### src/rtl/gpio_port_pkg.sv
`timescale 1ns/1ps
package gpio_port_pkg;
    typedef enum logic [1:0] {
        SZ_BYTE = 2'd0,
        SZ_HALF = 2'd1,
        SZ_WORD = 2'd2,
        SZ_RSVD = 2'd3
    } acc_size_e;

    typedef enum logic [1:0] {
        RSP_IDLE  = 2'd0,
        RSP_DATA  = 2'd1,
        RSP_FAULT = 2'd2
    } rsp_state_e;

    localparam int LANES  = 4;
    localparam int DATA_W = 8 * LANES;
endpackage

### src/rtl/gpio_port_decode.sv
`timescale 1ns/1ps
module gpio_port_decode
    import gpio_port_pkg::*;
#(
    parameter  int NUM_PADS = 8,
    localparam int PAD_AW   = $clog2(NUM_PADS),
    localparam int ADDR_W   = PAD_AW + 1,
    localparam int WORD_W   = PAD_AW - 2
) (
    input  logic [ADDR_W-1:0] addr,
    input  acc_size_e         size,
    output logic [LANES-1:0]  lane_mask,
    output logic [WORD_W-1:0] word_idx,
    output logic              to_input,
    output logic              fault
);
    logic [1:0] lane;

    assign lane     = addr[1:0];
    assign word_idx = addr[PAD_AW-1:2];
    assign to_input = addr[PAD_AW];

    always_comb begin
        unique case (size)
            SZ_BYTE: begin
                lane_mask = 4'b0001 << lane;
                fault     = 1'b0;
            end
            SZ_HALF: begin
                lane_mask = lane[0] ? 4'b0000 : (4'b0011 << {lane[1], 1'b0});
                fault     = lane[0];
            end
            SZ_WORD: begin
                lane_mask = (lane == 2'd0) ? 4'b1111 : 4'b0000;
                fault     = (lane != 2'd0);
            end
            default: begin
                lane_mask = 4'b0000;
                fault     = 1'b1;
            end
        endcase
    end
endmodule

### src/rtl/gpio_port_sync.sv
`timescale 1ns/1ps
module gpio_port_sync #(
    parameter int WIDTH = 8
) (
    input  logic             clk,
    input  logic             rst_n,
    input  logic [WIDTH-1:0] async_in,
    output logic [WIDTH-1:0] sync_out
);
    logic [WIDTH-1:0] stage1_q;
    logic [WIDTH-1:0] stage2_q;

    always_ff @(posedge clk or negedge rst_n) begin
        if (!rst_n) begin
            stage1_q <= '0;
            stage2_q <= '0;
        end else begin
            stage1_q <= async_in;
            stage2_q <= stage1_q;
        end
    end

    assign sync_out = stage2_q;
endmodule

### src/rtl/gpio_port_drive.sv
`timescale 1ns/1ps
module gpio_port_drive #(
    parameter int NUM_PADS = 8
) (
    input  logic [NUM_PADS-1:0] dout,
    input  logic [NUM_PADS-1:0] cfg_alt,
    input  logic [NUM_PADS-1:0] cfg_od,
    input  logic [NUM_PADS-1:0] cfg_out_en,
    input  logic [NUM_PADS-1:0] alt_out,
    input  logic [NUM_PADS-1:0] alt_oe,
    output logic [NUM_PADS-1:0] pad_out,
    output logic [NUM_PADS-1:0] pad_oe
);
    for (genvar g = 0; g < NUM_PADS; g++) begin : g_pad
        always_comb begin
            if (cfg_alt[g]) begin
                pad_oe[g]  = alt_oe[g];
                pad_out[g] = alt_out[g];
            end else if (!cfg_out_en[g]) begin
                pad_oe[g]  = 1'b0;
                pad_out[g] = 1'b0;
            end else if (cfg_od[g]) begin
                pad_oe[g]  = ~dout[g];
                pad_out[g] = 1'b0;
            end else begin
                pad_oe[g]  = 1'b1;
                pad_out[g] = dout[g];
            end
        end
    end
endmodule

### src/rtl/gpio_port.sv
`timescale 1ns/1ps
module gpio_port
    import gpio_port_pkg::*;
#(
    parameter  int NUM_PADS = 8,
    localparam int PAD_AW   = $clog2(NUM_PADS),
    localparam int ADDR_W   = PAD_AW + 1,
    localparam int WORD_W   = PAD_AW - 2
) (
    input  logic                clk,
    input  logic                rst_n,
    input  logic                req_valid,
    input  logic                req_write,
    input  logic [ADDR_W-1:0]   req_addr,
    input  logic [1:0]          req_size,
    input  logic [LANES-1:0]    req_be,
    input  logic [DATA_W-1:0]   req_wdata,
    output logic                rsp_valid,
    output logic                rsp_err,
    output logic [DATA_W-1:0]   rsp_rdata,
    input  logic [NUM_PADS-1:0] cfg_alt,
    input  logic [NUM_PADS-1:0] cfg_od,
    input  logic [NUM_PADS-1:0] cfg_out_en,
    input  logic [NUM_PADS-1:0] alt_out,
    input  logic [NUM_PADS-1:0] alt_oe,
    input  logic [NUM_PADS-1:0] pad_in,
    output logic [NUM_PADS-1:0] pad_out,
    output logic [NUM_PADS-1:0] pad_oe
);
    logic [LANES-1:0]    lane_mask;
    logic [WORD_W-1:0]   word_idx;
    logic                to_input;
    logic                fault;
    logic [NUM_PADS-1:0] in_sync;
    logic [NUM_PADS-1:0] dout_q;
    logic [NUM_PADS-1:0] wr_hit;
    logic                wr_go;
    logic [DATA_W-1:0]   rd_word;
    logic [DATA_W-1:0]   rdata_q;
    logic                unused_wdata;
    rsp_state_e          state_q;
    rsp_state_e          state_d;

    gpio_port_decode #(.NUM_PADS(NUM_PADS)) u_decode (
        .addr      (req_addr),
        .size      (acc_size_e'(req_size)),
        .lane_mask (lane_mask),
        .word_idx  (word_idx),
        .to_input  (to_input),
        .fault     (fault)
    );

    gpio_port_sync #(.WIDTH(NUM_PADS)) u_sync (
        .clk      (clk),
        .rst_n    (rst_n),
        .async_in (pad_in),
        .sync_out (in_sync)
    );

    gpio_port_drive #(.NUM_PADS(NUM_PADS)) u_drive (
        .dout       (dout_q),
        .cfg_alt    (cfg_alt),
        .cfg_od     (cfg_od),
        .cfg_out_en (cfg_out_en),
        .alt_out    (alt_out),
        .alt_oe     (alt_oe),
        .pad_out    (pad_out),
        .pad_oe     (pad_oe)
    );

    // Only bit 0 of each lane carries pad data.
    assign unused_wdata = ^(req_wdata & 32'hFEFE_FEFE);

    assign wr_go = req_valid && req_write && !fault && !to_input;

    for (genvar p = 0; p < NUM_PADS; p++) begin : g_out_reg
        localparam int LANE = p % LANES;
        localparam int WORD = p / LANES;

        assign wr_hit[p] = wr_go && (word_idx == WORD_W'(WORD))
                           && lane_mask[LANE] && req_be[LANE];

        always_ff @(posedge clk or negedge rst_n) begin
            if (!rst_n) begin
                dout_q[p] <= 1'b0;
            end else if (wr_hit[p]) begin
                dout_q[p] <= req_wdata[8*LANE];
            end
        end
    end

    always_comb begin
        rd_word = '0;
        for (int l = 0; l < LANES; l++) begin
            if (lane_mask[l]) begin
                rd_word[8*l] = to_input ? in_sync[{word_idx, 2'(l)}]
                                        : dout_q[{word_idx, 2'(l)}];
            end
        end
    end

    always_comb begin
        if (!req_valid) begin
            state_d = RSP_IDLE;
        end else if (fault) begin
            state_d = RSP_FAULT;
        end else begin
            state_d = RSP_DATA;
        end
    end

    always_ff @(posedge clk or negedge rst_n) begin
        if (!rst_n) begin
            state_q <= RSP_IDLE;
            rdata_q <= '0;
        end else begin
            state_q <= state_d;
            rdata_q <= (req_valid && !req_write && !fault) ? rd_word : '0;
        end
    end

    always_comb begin
        unique case (state_q)
            RSP_IDLE: begin
                rsp_valid = 1'b0;
                rsp_err   = 1'b0;
                rsp_rdata = '0;
            end
            RSP_DATA: begin
                rsp_valid = 1'b1;
                rsp_err   = 1'b0;
                rsp_rdata = rdata_q;
            end
            RSP_FAULT: begin
                rsp_valid = 1'b1;
                rsp_err   = 1'b1;
                rsp_rdata = '0;
            end
            default: begin
                rsp_valid = 1'b0;
                rsp_err   = 1'b0;
                rsp_rdata = '0;
            end
        endcase
    end
endmodule

### config.mk
export PLATFORM = sky130hd
export DESIGN_NAME = gpio_port
export DESIGN_NICKNAME = d
export VERILOG_FILES = /design/src/rtl/gpio_port_pkg.sv /design/src/rtl/gpio_port_decode.sv /design/src/rtl/gpio_port_sync.sv /design/src/rtl/gpio_port_drive.sv /design/src/rtl/gpio_port.sv
export SDC_FILE = /design/constraint.sdc
export NUM_CORES = 1
export LEC_CHECK = 0
export ABC_AREA = 0
export BUFFER_PORTS_ARGS = -buffer_cell sky130_fd_sc_hd__buf_2
export CAP_MARGIN = 15
export CORE_ASPECT_RATIO = 1.5
export CORE_UTILIZATION = 35
export DETAILED_ROUTE_END_ITERATION = 12
export GPL_TIMING_DRIVEN = 0
export PLACE_DENSITY_LB_ADDON = 0.15
export SLEW_MARGIN = 20
export SYNTH_ARGS = -nofsm -noshare
export SYNTH_HDL_FRONTEND = slang
export SYNTH_HIERARCHICAL = 1
export SYNTH_SLANG_ARGS = --single-unit
### constraint.sdc
create_clock -name clk -period 1.3 [get_ports clk]
set_clock_uncertainty 0.1 [all_clocks]
set_input_delay 0.13 -clock clk [delete_from_list [all_inputs] [get_ports clk]]
set_output_delay 0.13 -clock clk [all_outputs]
set_load 0.01 [all_outputs]
# Yosys cells after proc, flatten, opt, wreduce, memory -nomap -nowiden
# Cells that the tools add are included.
# classes
bitwise_logic	9
reduce_logical	30
shifts	2
mux	82
n_eq_ne	4
magnitude_cmp	4
# ops
operator	n
$mux W1	74
$mux W25	2
$logic_and A1 B1 Y1	23
$lt A3 B4 Y1 const B	4
$pmux W4 S3	1
$not A1 Y1	9
$mux W4	2
$eq A2 B1 Y1 const B	2
$eq A2 B2 Y1 const B	2
$logic_not A2 Y1	2
$mux W2	2
$shl A1 B2 Y4 const A	1
$shl A2 B2 Y4 const A	1
$logic_not A1 Y1	3
$pmux W1 S3	1
$reduce_bool A2 Y1	1
$reduce_or A2 Y1	1
# totals
in_bits	94
ff_bits	51

# Depth between registers and ports, before layout
# depth
depth_word	8
ltp_mapped	7

# Modules after synthesis
# Netlist, hierarchy kept.
# modules_own_cells
mod	cells_each	n_inst	area_per_inst_um2	seq_area_each_um2
gpio_port	82	1	948.4	350.3
gpio_port_sync	16	1	400.4	400.4
gpio_port_drive	40	1	260.2	0.0
gpio_port_decode	18	1	131.4	0.0

# Least setup slack after synthesis
# OpenSTA, ideal clock, no wires.
# synth_timing
kind	input-to-reg
start	input port req_size[0]
end	register dout_q[0]
setup_slack_ns	-0.341
setup_time_ns	0.127
n_path_buf	2
required_ns	1.073
stages	7
arrival_ns	1.413
path_cell_list	buf_2 o21a_1 o22a_1 and4bb_1 buf_4 nand4b_1 mux2_1
# synth_between
elab_chain_len	8
word_cells_on_any_way	11
cone_classes	eq/ne (2); mux (2); reduce/logical (7)
# synth_rtl
item	line	source
from (decl)	gpio_port.sv:15	input logic [1:0] req_size,
$eq A2 B2 Y1, or another cell as far along	gpio_port_decode.sv:24	unique case (size)
$pmux W1 S3 (*)	gpio_port_decode.sv:24	
net fault	gpio_port.sv:33	logic fault;
$logic_not A1 Y1 (*)	gpio_port.sv:74	assign wr_go = req_valid && req_write && !fault && !to_input;
$logic_and A1 B1 Y1 (*) (2 in series)	gpio_port.sv:74	
$logic_and A1 B1 Y1 (*)	gpio_port.sv:80	assign wr_hit[p] = wr_go && (word_idx == WORD_W'(WORD))
$logic_and A1 B1 Y1 (*) (2 in series)	gpio_port.sv:81	&& lane_mask[LANE] && req_be[LANE];
to (signal, indexed assignment)	gpio_port.sv:87	dout_q[p] <= req_wdata[8*LANE];
to (decl)	gpio_port.sv:35	logic [NUM_PADS-1:0] dout_q;
# The timed path passes the listed nets; every way through them passes the cells marked *.
# A chain may end at the register's enable or synchronous reset.

# Final worst setup path
# layout_timing
start	input port req_addr[1]
end	register dout_q[2]
# layout_between
elab_chain_len	8
word_cells_on_any_way	14
cone_classes	shift (2); mux (4); reduce/logical (8)
# layout_rtl
item	line	source
from (decl)	gpio_port.sv:14	input logic [ADDR_W-1:0] req_addr,
$reduce_bool A2 Y1	gpio_port_decode.sv:35	fault = (lane != 2'd0);
$pmux W1 S3	gpio_port_decode.sv:24	
net fault	gpio_port.sv:33	
$logic_not A1 Y1	gpio_port.sv:74	
$logic_and A1 B1 Y1 (2 in series)	gpio_port.sv:74	
$logic_and A1 B1 Y1	gpio_port.sv:80	
$logic_and A1 B1 Y1 (2 in series)	gpio_port.sv:81	
# The timed path passes the listed nets, and every way through them passes these cells.

==> impl_metrics.env <==
export IMPL_critical_path_class="in2reg"
export IMPL_p_sw_share_pct=25.3
export IMPL_cts_sinks=30
export IMPL_max_freq_ghz=0.725
export IMPL_dpl_cell_area_sq_um=2350
export IMPL_synth_main_ff_cell="dfrtp_1"
export IMPL_cts_buffers=5
export IMPL_relSlewSlack_pct=57.7
export IMPL_outcome="finished, violations left"
export IMPL_drt_wirelength_per_cell_microns=10.3
export IMPL_die_y_microns=88.4
export IMPL_met1_length_mm=1.34
export IMPL_drt_pass1_iterations=4
export IMPL_num_vias=1463
export IMPL_overflow=0
export IMPL_worstHoldEndpoint="state_q[0]$_DFF_PN0_"
export IMPL_seqPwrFrac_pct=44.2
export IMPL_start_util_pct=36.2
export IMPL_dr_wl_met2_mm=2.10
export IMPL_io_pins=144
export IMPL_finalPower_w=0.00229
export IMPL_worstPathMaxFanout=8
export IMPL_crit_path_end_kind="flip-flop"
export IMPL_violations="setup timing"
export IMPL_r2r_start="dout_q[7]$_DFFE_PN0P_"
export IMPL_synth_top_cell_by_area="dfrtp_1"
export IMPL_p_int_w=0.00171
export IMPL_cap_violations=0
export IMPL_grt_pass1_vias=1268
export IMPL_wirelength_mm=3.67
export IMPL_critPathLaunchType="primary input"
export IMPL_syn_area_sq_um=1740
export IMPL_ys_warnings_count=6
export IMPL_reg2reg_depth=2
export IMPL_cpPeakStageDelay_ps=320
export IMPL_power_frac_clock_pct=33.0
export IMPL_vias_per_cell=4.10
export IMPL_fin_crit_ps=1380
export IMPL_antenna_found_initial=0
export IMPL_grt_setup_unrepaired="true"
export IMPL_netlist_instances=156
export IMPL_place_gp_congestion=0.715
export IMPL_required_ps=1360
export IMPL_ys_async_sr_fraction_pct=100
export IMPL_synth_top_area_share_pct=43.1
export IMPL_r2r_slack_ps=10
export IMPL_final_setup_viol_count=15
export IMPL_place_port_buffers=82
export IMPL_grt_pass1_wl_mm=5.72
export IMPL_synth_seq_area_share_pct=43.1
export IMPL_dp_cells=331
export IMPL_tightest_slew_ps=635
export IMPL_instances_no_fill=357
export IMPL_cp_arrival_ps=1440
export IMPL_reg2reg_to="rdata_q[24]$_DFF_PN0_"
export IMPL_ys_ff_latch=30
export IMPL_final_common_cell="buf_2"
export IMPL_drive_above_1_share_pct=51.2
export IMPL_hold_class="in2reg"
export IMPL_syn_area_per_cell_sq_um=11.2
export IMPL_synth_edf_count=0
export IMPL_hold_violations=0
export IMPL_synth_distinct_cells=32
export IMPL_ant_nets=0
export IMPL_worstPathCellList="buf_8 > o21a_1 > o22a_1 > and4bb_1 > buf_6 > nand4b_1 > mux2_4"
export IMPL_topRoutingLayerUsed="met4"
export IMPL_cts_tree="done"
export IMPL_final_nets=386
export IMPL_ir_drop_v=0.000848
export IMPL_die_area_sq_um=5260
export IMPL_final_util_pct=56.2
export IMPL_period_share_pct=106
export IMPL_synth_area_leaders="dfrtp_1, buf_4, a32o_1, mux2_1, a22o_1"
export IMPL_p_leak_nw=1.46
export IMPL_p_switching_w=0.000579
export IMPL_num_rows=31
export IMPL_clk_pin_slew_ps=60
export IMPL_first_iter_violations=17
export IMPL_power_frac_comb_pct=22.8
export IMPL_clockBufferDepth=2
export IMPL_fin_ws_ps=-79.6
export IMPL_dr_wl_met3_microns=210
export IMPL_area_growth_pct=55.4
export IMPL_cts_max_level=2
export IMPL_cp_num_buf_inv=2
export IMPL_drc=0
export IMPL_core_area_sq_um=4810
export IMPL_final_cell_mix="buf_2, buf_4, dfrtp_1"
export IMPL_slew_violations=0
export IMPL_root_buffer="clkbuf_8"
export IMPL_insertion_delay_ps=270
export IMPL_grt_max_degree=31
export IMPL_min_delay_start="req_valid"
export IMPL_final_area_sq_um=2710
export IMPL_critPathTopFamily="simple AND/OR/NAND/NOR gates"
export IMPL_cp_slowest_cell="mux2_4"
export IMPL_gr_usage_all_layers_pct=14.5
export IMPL_die_x_microns=59.6
export IMPL_whs_path_depth=2
export IMPL_p_per_area_nw_per_um2=848
export IMPL_num_antenna_cells=0
export IMPL_dpl_hpwl_mm=2.86
==> stage by stage <==
step | setup WS (ps) | hold slack [ps] | setup TNS, ps
after global placement | -409 | 89.7 | -3620
after detailed placement | -420 | 93.4 | -3580
final | -79.6 | 33.0 | -721
after floorplan | -265 | -266 | -2070
after CTS | -92.4 | 25.6 | -826
after global routing | -137 | 42.4 | -1920
==> state kept, by name (all words and copies together) (netlist names) <==
signal	count
state_q	2
dout_q	8
u_sync/sync_out	8
rdata_q	4
u_sync/stage1_q	8
==> cell families (layout without fill, tap and decap cells) <==
| family | Yosys count | count (layout) | synth area share (%) |
|---|---|---|---|
| AO/OA/AOI/OAI | 23 | 23 | 11.4 |
| XOR/XNOR | 2 | 2 | 1.01 |
| adder cells (fa/ha/maj) | 2 | 2 | 1.44 |
| buffers and inverters | 47 | 155 | 17.8 |
| flip-flops | 30 | 30 | 43.1 |
| multiplexers | 12 | 12 | 10.8 |
| other | 1 | 28 | 0.215 |
| AND/OR/NAND/NOR | 39 | 39 | 14.2 |
==> power by group through the flow <==
stage / Clock [W] / Sequential (W) / Combinational (W)
2_1_floorplan: 0 / 0.00102 / 0.000284
3_3_place_gp: 0 / 0.00103 / 0.000448
3_5_place_dp: 0 / 0.00103 / 0.000454
4_1_cts: 0.000784 / 0.00101 / 0.000507
5_1_grt: 0.000829 / 0.00102 / 0.000583
6_report: 0.000756 / 0.00101 / 0.000523
==> worst max path at each step <==
stage / start / end / slack, ps / cells past startpoint
2_1_floorplan: req_size[0] / dout_q[0]$_DFFE_PN0P_ / -260 / 7
3_3_place_gp: req_addr[1] / dout_q[2]$_DFFE_PN0P_ / -410 / 7
3_5_place_dp: req_addr[1] / dout_q[4]$_DFFE_PN0P_ / -420 / 7
4_1_cts: state_q[0]$_DFF_PN0_ / rsp_valid / -90 / 4
5_1_grt: state_q[0]$_DFF_PN0_ / rsp_valid / -140 / 4
6_report: req_addr[1] / dout_q[2]$_DFFE_PN0P_ / -80 / 7
==> cell usage after synthesis (2+ instances only) <==
cell	number
buf_4	31
dfrtp_1	30
inv_1	12
nor2b_1	10
a22o_1	8
a32o_1	8
nand2_1	8
mux2_1	7
and2_1	5
and3_1	4
nand4_1	4
nand4b_1	4
buf_2	2
buf_6	2
ha_1	2
mux4_1	2
mux4_2	2
==> per-layer routing <==
layer / GRT usage, % / up-vias
met5: 0 / -
met4: 5.07 / 0
met3: 4.39 / 2
met2: 25.0 / 52
li1: - / 757
met1: 16.9 / 652
==> layout make-up <==
| class | instances | area (sq um) |
|---|---|---|
| clock buffers | 6 | 82.6 |
| flip-flops and latches | 30 | 751 |
| plain buffers | 35 | 284 |
| clock inverters | 2 | 12.5 |
| repair buffers | 100 | 609 |
| well taps | 66 | 82.6 |
| multi-input cells | 106 | 838 |
| inverters | 12 | 45.0 |
| fillers | 460 | 2100 |
==> repair_timing <==
| action | CTS | global route |
|---|---|---|
| buffers inserted | 1 | 3 |
| hold buffers | 14 | 0 |
| pin swaps | 14 | 6 |
| gates resized for setup | 15 | 10 |
| cloned | 0 | 0 |
| endpoints found under the setup margin | 24 | 33 |
| hold endpoints to repair | 47 | 0 |
(Power assumes the default switching activity.)
